### src/rtl/shid_addr_gen.sv
module shid_addr_gen #(
  parameter int P     = 256,
  parameter int PACK  = 8,
  parameter int ROWS  = 3,
  parameter int COLS  = 6
) (
  input  logic                                   clk,
  input  logic                                   rst_n,
  input  logic                                   shift_we,
  input  logic [$clog2(ROWS*COLS)-1:0]           shift_sel,
  input  logic [$clog2(P)-1:0]                   shift_val,
  input  logic                                   start,
  input  logic                                   phase,
  input  logic [$clog2(COLS>ROWS?COLS:ROWS)-1:0] blk,
  output logic [ROWS*COLS*$clog2(P/PACK)-1:0]    addr,
  output logic [ROWS*COLS-1:0]                   bank_en,
  output logic                                   valid,
  output logic                                   done
);
  localparam int WORDS = P / PACK;
  localparam int AW    = $clog2(WORDS);
  localparam int SW    = $clog2(P);
  localparam int PW    = $clog2(PACK);
  localparam int NB    = ROWS * COLS;
  localparam int IW    = $clog2(NB);
  localparam int BLKW  = $clog2(COLS > ROWS ? COLS : ROWS);

  logic [AW-1:0]   rot [NB];
  logic            busy, ph;
  logic [AW-1:0]   cnt;
  logic [BLKW-1:0] sel;

  wire last     = busy && (cnt == AW'(WORDS-1));
  wire blk_ok   = phase ? (blk < BLKW'(COLS)) : (blk < BLKW'(ROWS));
  wire start_ok = start && blk_ok && (!busy || last);
  wire wr_ok    = shift_we && !busy && (shift_sel < IW'(NB)) &&
                  (shift_val[PW-1:0] == '0);

  always_ff @(posedge clk) begin
    if (!rst_n) begin
      busy <= 1'b0;
      ph   <= 1'b0;
      cnt  <= '0;
      sel  <= '0;
    end else if (start_ok) begin
      busy <= 1'b1;
      ph   <= phase;
      cnt  <= '0;
      sel  <= blk;
    end else if (last) begin
      busy <= 1'b0;
      cnt  <= '0;
    end else if (busy) begin
      cnt  <= cnt + 1'b1;
    end
  end

  always_ff @(posedge clk) begin
    if (!rst_n) begin
      for (int i = 0; i < NB; i++) rot[i] <= '0;
    end else if (wr_ok) begin
      rot[shift_sel] <= shift_val[SW-1:PW];
    end
  end

  for (genvar r = 0; r < ROWS; r++) begin : g_row
    for (genvar c = 0; c < COLS; c++) begin : g_col
      localparam int B = r * COLS + c;
      wire hit = busy && (ph ? (sel == BLKW'(c)) : (sel == BLKW'(r)));
      assign bank_en[B]       = hit;
      assign addr[B*AW +: AW] = !hit ? '0 : (ph ? cnt : AW'(cnt + rot[B]));
    end
  end

  assign valid = busy;
  assign done  = last;

  AST_RESET_QUIET: assert property (@(posedge clk) $past(!rst_n) |-> !valid && !done)
    else $error("valid after reset");
  AST_START_CAUSE: assert property (@(posedge clk) disable iff (!rst_n) $rose(valid) |-> $past(start))
    else $error("valid without start");
  AST_NO_GAP:      assert property (@(posedge clk) disable iff (!rst_n) (valid && !done) |=> valid)
    else $error("gap in pass");
  AST_CHECK_BANKS: assert property (@(posedge clk) disable iff (!rst_n) (valid && !ph) |-> $countones(bank_en) == COLS)
    else $error("check bank count");
  AST_BIT_BANKS:   assert property (@(posedge clk) disable iff (!rst_n) (valid && ph) |-> $countones(bank_en) == ROWS)
    else $error("bit bank count");
  AST_DONE_VALID:  assert property (@(posedge clk) disable iff (!rst_n) done |-> valid)
    else $error("done without valid");
  AST_DONE_END:    assert property (@(posedge clk) disable iff (!rst_n) (done && !start) |=> !valid)
    else $error("pass overran");
  AST_IDLE_ZERO:   assert property (@(posedge clk) disable iff (!rst_n) !valid |-> (bank_en == '0 && addr == '0))
    else $error("idle outputs");
endmodule

### config.mk
export PLATFORM = sky130hd
export DESIGN_NAME = shid_addr_gen
export DESIGN_NICKNAME = d
export VERILOG_FILES = /design/src/rtl/shid_addr_gen.sv
export SDC_FILE = /design/constraint.sdc
export NUM_CORES = 1
export LEC_CHECK = 0
export ABC_AREA = 0
export BUFFER_PORTS_ARGS = -buffer_cell sky130_fd_sc_hd__buf_2
export CAP_MARGIN = 20
export CORE_ASPECT_RATIO = 0.6
export CORE_MARGIN = 1.5
export CORE_UTILIZATION = 25
export CTS_BUF_LIST = sky130_fd_sc_hd__clkbuf_8
export CTS_CLUSTER_DIAMETER = 100
export DETAILED_ROUTE_END_ITERATION = 6
export HOLD_SLACK_MARGIN = 0.03
export PLACE_DENSITY = 0.45
export SYNTH_ARGS = -nofsm -noshare
export SYNTH_HDL_FRONTEND = slang
export SYNTH_SLANG_ARGS = --single-unit
### constraint.sdc
create_clock -name clk -period 3.8 [get_ports clk]
set_input_delay 0.19 -clock clk [delete_from_list [all_inputs] [get_ports clk]]
set_output_delay 0.19 -clock clk [all_outputs]
set_load 0.02 [all_outputs]
==> out/results.ini, run 1 <==
[status]
status=finished clean

[timing]
rsz0062_at_grt=false
fin_setup_tns_ps=0
setup_violations=0
finalCritPeriodShare_pct=80.5
fmax_mhz=327
fin_ws_ps=742
hold_viol_final=0
worst_slew_margin_rel_pct=42.7
whs_ps=64.3
tightest_slew_ps=851
fin_skew_ps=10.8
slew_violations=0
min_period_ps=3060

[power]
p_seq_share_pct=54.0
swShare_pct=31.7
internal_power_mw=1.62
ir_drop_v=0.000142
p_per_area_nw_per_um2=248
p_switching_mw=0.753
p_leak_nw=4.44
clkPwrFrac_pct=27.7
share_comb_of_total_power_pct=18.3
fin_total_pwr_mw=2.38

[detailed_routing]
wl_met1_mm=15.7
vias=7142
dr.pass1.iters=5
wire_per_inst_um=20.7
route.met2.wl_mm=12.5
drt_wl_total_mm=30.3
final_antenna_net_count=0
met3_length_mm=1.73
top_layer=met4
drc=0
drt_iter0_drc=535
routed_via_density=4.89

[synthesis]
synth_area_leaders=edfxtp_1 (32%), ha_1 (11%), a21oi_1 (5.3%)
ys_warn_count=0
synthTopCellsByCount=edfxtp_1 (90), a21oi_1 (88), nor2_1 (84)
synth_top_area_cell=edfxtp_1
synth_top_area_share_pct=32.4
synth_fp_nets=1027
syn_area_um2=8340
synth_edf_count=90
synth.most_common_cell=edfxtp_1
yosys_most_used_dff=edfxtp_1
postSynthAreaPerCell_um2=9.13
ys_seq_area_share_pct=34.8
synth_cells=914
synthDistinctLibCells=57
async_reset_ff_share_pct=0
synth_seq_cells=100

[worst_hold_path]
whs_path_depth=3
hp-class=input port to flop

[setup_path]
path_cells=or3b_1 -> or2_0 -> inv_1 -> nand2_1 -> nand2_1 -> buf_2
cp_max_fo=17
slowest_delay_ps=740
critPathArrivalTime_ps=2870
rrSetupSlack_ps=1120
end_kind=output pin
r2r.worst_path.cells=4
worst_path_max_delay_cell=dfxtp_1
start_kind=flop
required_ps=3610
cp_common_cell=nand2_1
path_class=flop to output pin

[cells_and_area]
final_cells=1461
nets=1119
final_util_pct=29.4
nFillCells=3494
layout-drive-gt1-share_pct=18.0
area_growth_pct=15.0
final_cell_area_um2=9600
n_antenna_cell=0

[global_routing]
grt_max_degree=82
track_usage_pct=17.4
grt_overflow_total=0
antenna_found_initial=1
grt_pass1_vias=6685
grt_pass1_wl_mm=43.9

[die]
die-area_um2=34500
io_pins=131
fp.dieH_um=144
fp.dieW_um=239
rows=51
core_area_um2=32600
start_util_pct=25.6

[placed_design]
dp_hpwl_mm=23.0
port_buffers=130
placed_area_um2=9420
dp_cells=1445
place_congestion=0.811
post-place-ws_ps=1110

[clock_network]
cts.sinks=100
cts.htree.levels=3
cts-hold-fix-buffers=0
cts_tree=yes
cts_setup_buffers=0
post_cts_resized=0
cts_made_buffers=9
insertion_delay_ps=390
clkTransAtPathRegs_ps=110
cts_root_buf=clkbuf_8
clk_path_buf_depth=2

[flow_run]
cap_violations=0

[flip-flops by register name (all words and copies together), names as in the netlist]
| signal | flops |
|---|---|
| ph | 1 |
| cnt | 5 |
| rot | 90 |
| valid | 1 |
| sel | 3 |
[critical path, delay by kind of cell (launching register included)]
kind                   cells  cell delay (ps)
and+or+nand+nor            4             1370
DFF                        1              740
buffers and inverters      2              360
[cell usage in the layout (no fill, tap or decap), types with 25 or more instances in the layout]
cell and count:
edfxtp_1 90, inv_1 30, a21o_1 36, a21oi_1 88, nor2_1 84, and2_1 38
nand3_1 53, nor3_1 25, nand2b_1 46, buf_2 130, ha_1 74, nand2_1 47
[power groups by stage]
stage	logic [mW]	clock network [mW]	registers, mW
finish	0.434	0.658	1.28
global route	0.479	0.710	1.29
CTS	0.434	0.674	1.28
detailed placement	0.431	0	1.31
global placement	0.432	0	1.31
floorplan	0.308	0	1.28
[path summary, 6_finish.rpt]
path              startpoint   endpoint
setup / recovery       valid   addr[13]
hold reg to reg       sel[2]     sel[2]
setup reg to reg       valid  rot[5][1]
hold / removal        blk[1]     sel[1]
[metal layers]
layer	vias up	GRT usage (%)
met4	0	2.53
met3	15	3.51
met5	-	0
met2	186	25.4
met1	3449	26.5
li1	3492	-
[cell type report]
type	count	area (um^2)	share of cell area (%)
inverter	30	113	1.17
clock inverter	7	52.6	0.548
clock buffer	9	124	1.29
timing repair buffer	153	848	8.84
multi-input combinational	712	4990	52.0
sequential	100	2910	30.3
tap	450	563	5.87
[cells by family (layout without fill, tap and decap cells)]
family	after synthesis	after routing	synth area share, %
AOI/OAI and AO/OA	195	195	14.6
muxes	8	8	0.990
and+or+nand+nor	392	392	26.0
DFF	100	100	34.8
buffers and inverters	102	199	5.50
adders and majority gates	92	92	15.4
xor gates and xnor gates	25	25	2.62
No activity file was read; power rests on OpenSTA's default activity.
==> run 2, diff against run 1 <==
--- a/config.mk
+++ b/config.mk
@@ -5,7 +5,7 @@
 export SDC_FILE = /design/constraint.sdc
 export NUM_CORES = 1
 export LEC_CHECK = 0
-export ABC_AREA = 0
+export ABC_AREA = 1
 export BUFFER_PORTS_ARGS = -buffer_cell sky130_fd_sc_hd__buf_2
 export CAP_MARGIN = 20
 export CORE_ASPECT_RATIO = 0.6
==> constraint.sdc (replaced) <==
create_clock -name clk -period 3 [get_ports clk]
set_input_delay 0.15 -clock clk [delete_from_list [all_inputs] [get_ports clk]]
set_output_delay 0.15 -clock clk [all_outputs]
set_load 0.02 [all_outputs]
==> out/results.ini, run 2 <==
[setup_path]
path_cells=buf_4 -> ha_1 -> fa_1 -> or2_2 -> a21oi_1 -> nor3_1 -> buf_2
worst_path_max_delay_cell=dfxtp_1
start_kind=flop
path_class=flop to output pin
slowest_delay_ps=530  ; -210 ps
end_kind=output pin
rrSetupSlack_ps=630  ; -490 ps
cp_max_fo=12  ; -5
critPathArrivalTime_ps=2590  ; -280 ps
required_ps=2850  ; -760 ps

[placed_design]
dp_hpwl_mm=20.8  ; -9.6%
place_congestion=0.832  ; +2.7%
port_buffers=130  ; unchanged

[flow_run]
cap_violations=0  ; unchanged

[clock_network]
clkTransAtPathRegs_ps=90  ; -20 ps
insertion_delay_ps=380  ; about the same
cts_root_buf=clkbuf_8
cts.htree.levels=3  ; unchanged
cts-hold-fix-buffers=0  ; unchanged
clk_path_buf_depth=2  ; unchanged
post_cts_resized=0  ; unchanged
cts_made_buffers=9  ; unchanged
cts.sinks=100  ; unchanged
cts_setup_buffers=0  ; unchanged
cts_tree=yes

[detailed_routing]
final_antenna_net_count=0  ; unchanged
wire_per_inst_um=18.6  ; -10%
drt_wl_total_mm=27.2  ; -10%
vias=6779  ; -5.1%
routed_via_density=4.64  ; -5.0%
dr.pass1.iters=5  ; unchanged
drc=0  ; unchanged
drt_iter0_drc=702  ; +31%

[timing]
setup_violations=0  ; unchanged
tightest_slew_ps=634  ; -218 ps
fmax_mhz=365
finalCritPeriodShare_pct=91.2
min_period_ps=2740
rsz0062_at_grt=false
fin_skew_ps=5.69  ; -5.16 ps
worst_slew_margin_rel_pct=57.7  ; +15 points
hold_viol_final=0  ; unchanged
fin_setup_tns_ps=0  ; unchanged
slew_violations=0  ; unchanged

[die]
fp.dieH_um=139  ; -3.9%
core_area_um2=30100  ; -7.7%
io_pins=131  ; unchanged
die-area_um2=31900  ; -7.7%
rows=49  ; -3.9%
start_util_pct=25.5  ; -0.033 points
fp.dieW_um=229  ; -3.9%

[global_routing]
grt_pass1_vias=6449  ; -3.5%
grt_use_met1_pct=28.2  ; +1.8 points
antenna_found_initial=0  ; -1
grt_pass1_wl_mm=40.9  ; -6.7%
grt-busiest-layer=met1
grt_overflow_total=0  ; unchanged
grt_max_degree=38  ; -54%
track_usage_pct=17.2  ; -0.21 points
met3_usage_pct=3.21  ; -0.30 points
grt_use_met2_pct=22.8  ; -2.6 points

[cells_and_area]
layout_common_cells=nor2_1 (188), nand2_1 (142), buf_2 (130), edfxtp_1 (90), a21oi_1 (82)
reg.largest.list=rot x90, cnt x5, sel x3
final_util_pct=29.7  ; +0.29 points
nFillCells=3323  ; -4.9%
top_register=rot
nets=1160  ; +3.7%
final_common_cell=nor2_1
multi_input_area_um2=4290  ; -14%
n_antenna_cell=0  ; unchanged
largest_reg_flops=90  ; unchanged
seq_area_um2=2910  ; -0.13%
area_growth_pct=16.3
layout-drive-gt1-share_pct=19.8  ; +1.8 points

[synthesis]
synth_top_area_share_pct=35.1  ; +2.7 points
ys_warn_count=0  ; unchanged
synth_cells=924  ; +1.1%
ys_seq_area_share_pct=37.7  ; +2.9 points
synth_fp_nets=1037  ; +0.97%
synth_seq_cells=100  ; unchanged
synth_area_leaders=edfxtp_1 (35%), ha_1 (12%), nor2_1 (9.4%)
async_reset_ff_share_pct=0  ; unchanged
synthDistinctLibCells=30  ; -47%
synth_edf_count=90  ; unchanged
synth.most_common_cell=nor2_1
syn_area_um2=7690  ; -7.8%
synth_top_area_cell=edfxtp_1
postSynthAreaPerCell_um2=8.32  ; -8.8%
synthTopCellsByCount=nor2_1 (192), nand2_1 (142), edfxtp_1 (90)
yosys_most_used_dff=edfxtp_1

[worst_hold_path]
hp-class=input port to flop

[power]
ir_drop_v=0.000182  ; +28%
p_leak_nw=4.34  ; -2.2%
p_per_area_nw_per_um2=340  ; +37%

[status]
status=finished clean

[run 2: cell count changes in the layout (fill, tap and decap cells not counted), moves of 26 or more]
| cell | delta |
|---|---|
| a21o_1 | -36 |
| and2_1 | -37 |
| nand2_1 | +95 |
| nand2b_1 | -46 |
| nor2_1 | +104 |
| o21ai_0 | +26 |
[run 2: worst paths after layout]
check | start | to | cells after the start
max | cnt[0] | addr[52] | 7
min | blk[2] | sel[2] | 3
max reg2reg | cnt[0] | sel[0] | 10
min reg2reg | sel[1] | sel[1] | 2
[run 2: cell type report]
| class | count | share of cell area, % |
|---|---|---|
| clock buffer | 9 | 1.38 |
| clock inverter | 7 | 0.406 |
| inverter | 54 | 2.29 |
| multi-input combinational | 724 | 48.0 |
| sequential | 100 | 32.5 |
| tap | 408 | 5.71 |
| timing repair buffer | 158 | 9.76 |
[run 2: critical path: cells and delay by family, from the launching register on]
| family | cells | cell delay (ps) |
|---|---|---|
| AOI/OAI and AO/OA | 1 | 150 |
| DFF | 1 | 530 |
| adders and majority gates | 2 | 660 |
| buffers and inverters | 2 | 480 |
| and+or+nand+nor | 2 | 380 |
[run 2: routing by layer]
| layer | wire, um | part of all wire (%) |
|---|---|---|
| met1 | 14900 | 55 |
| met2 | 10400 | 38 |
| met3 | 1650 | 6.1 |
| met4 | 257 | 0.94 |
| met5 | 0 | 0 |
[run 2: metrics by stage]
stage,instances,setup WS (ps),cell area (um^2),power (mW),hold slack (ps)
final,1460,264,8950,3.04,95.1
after global routing,1460,71.6,8950,3.17,76.9
after CTS,1460,184,8940,3.05,70.0
after detailed placement,1444,631,8780,2.29,478
after global placement,1444,613,8780,2.29,481
after floorplan,924,121,7690,2.03,343
[run 2: logic make-up after synthesis]
| logic type | synth area share [%] |
|---|---|
| flip-flops | 37.7 |
| AND/OR/NAND/NOR | 26.3 |
| XOR/XNOR | 4.33 |
| adder cells (fa/ha/maj) | 16.7 |
| AO/OA/AOI/OAI | 8.35 |
| buffers and inverters | 6.57 |
[run 2: where the power goes]
group          internal (mW)  switching (mW)  total (mW)
combinational          0.198           0.459       0.657
sequential              1.56          0.0390        1.60
clock                  0.292           0.492       0.784
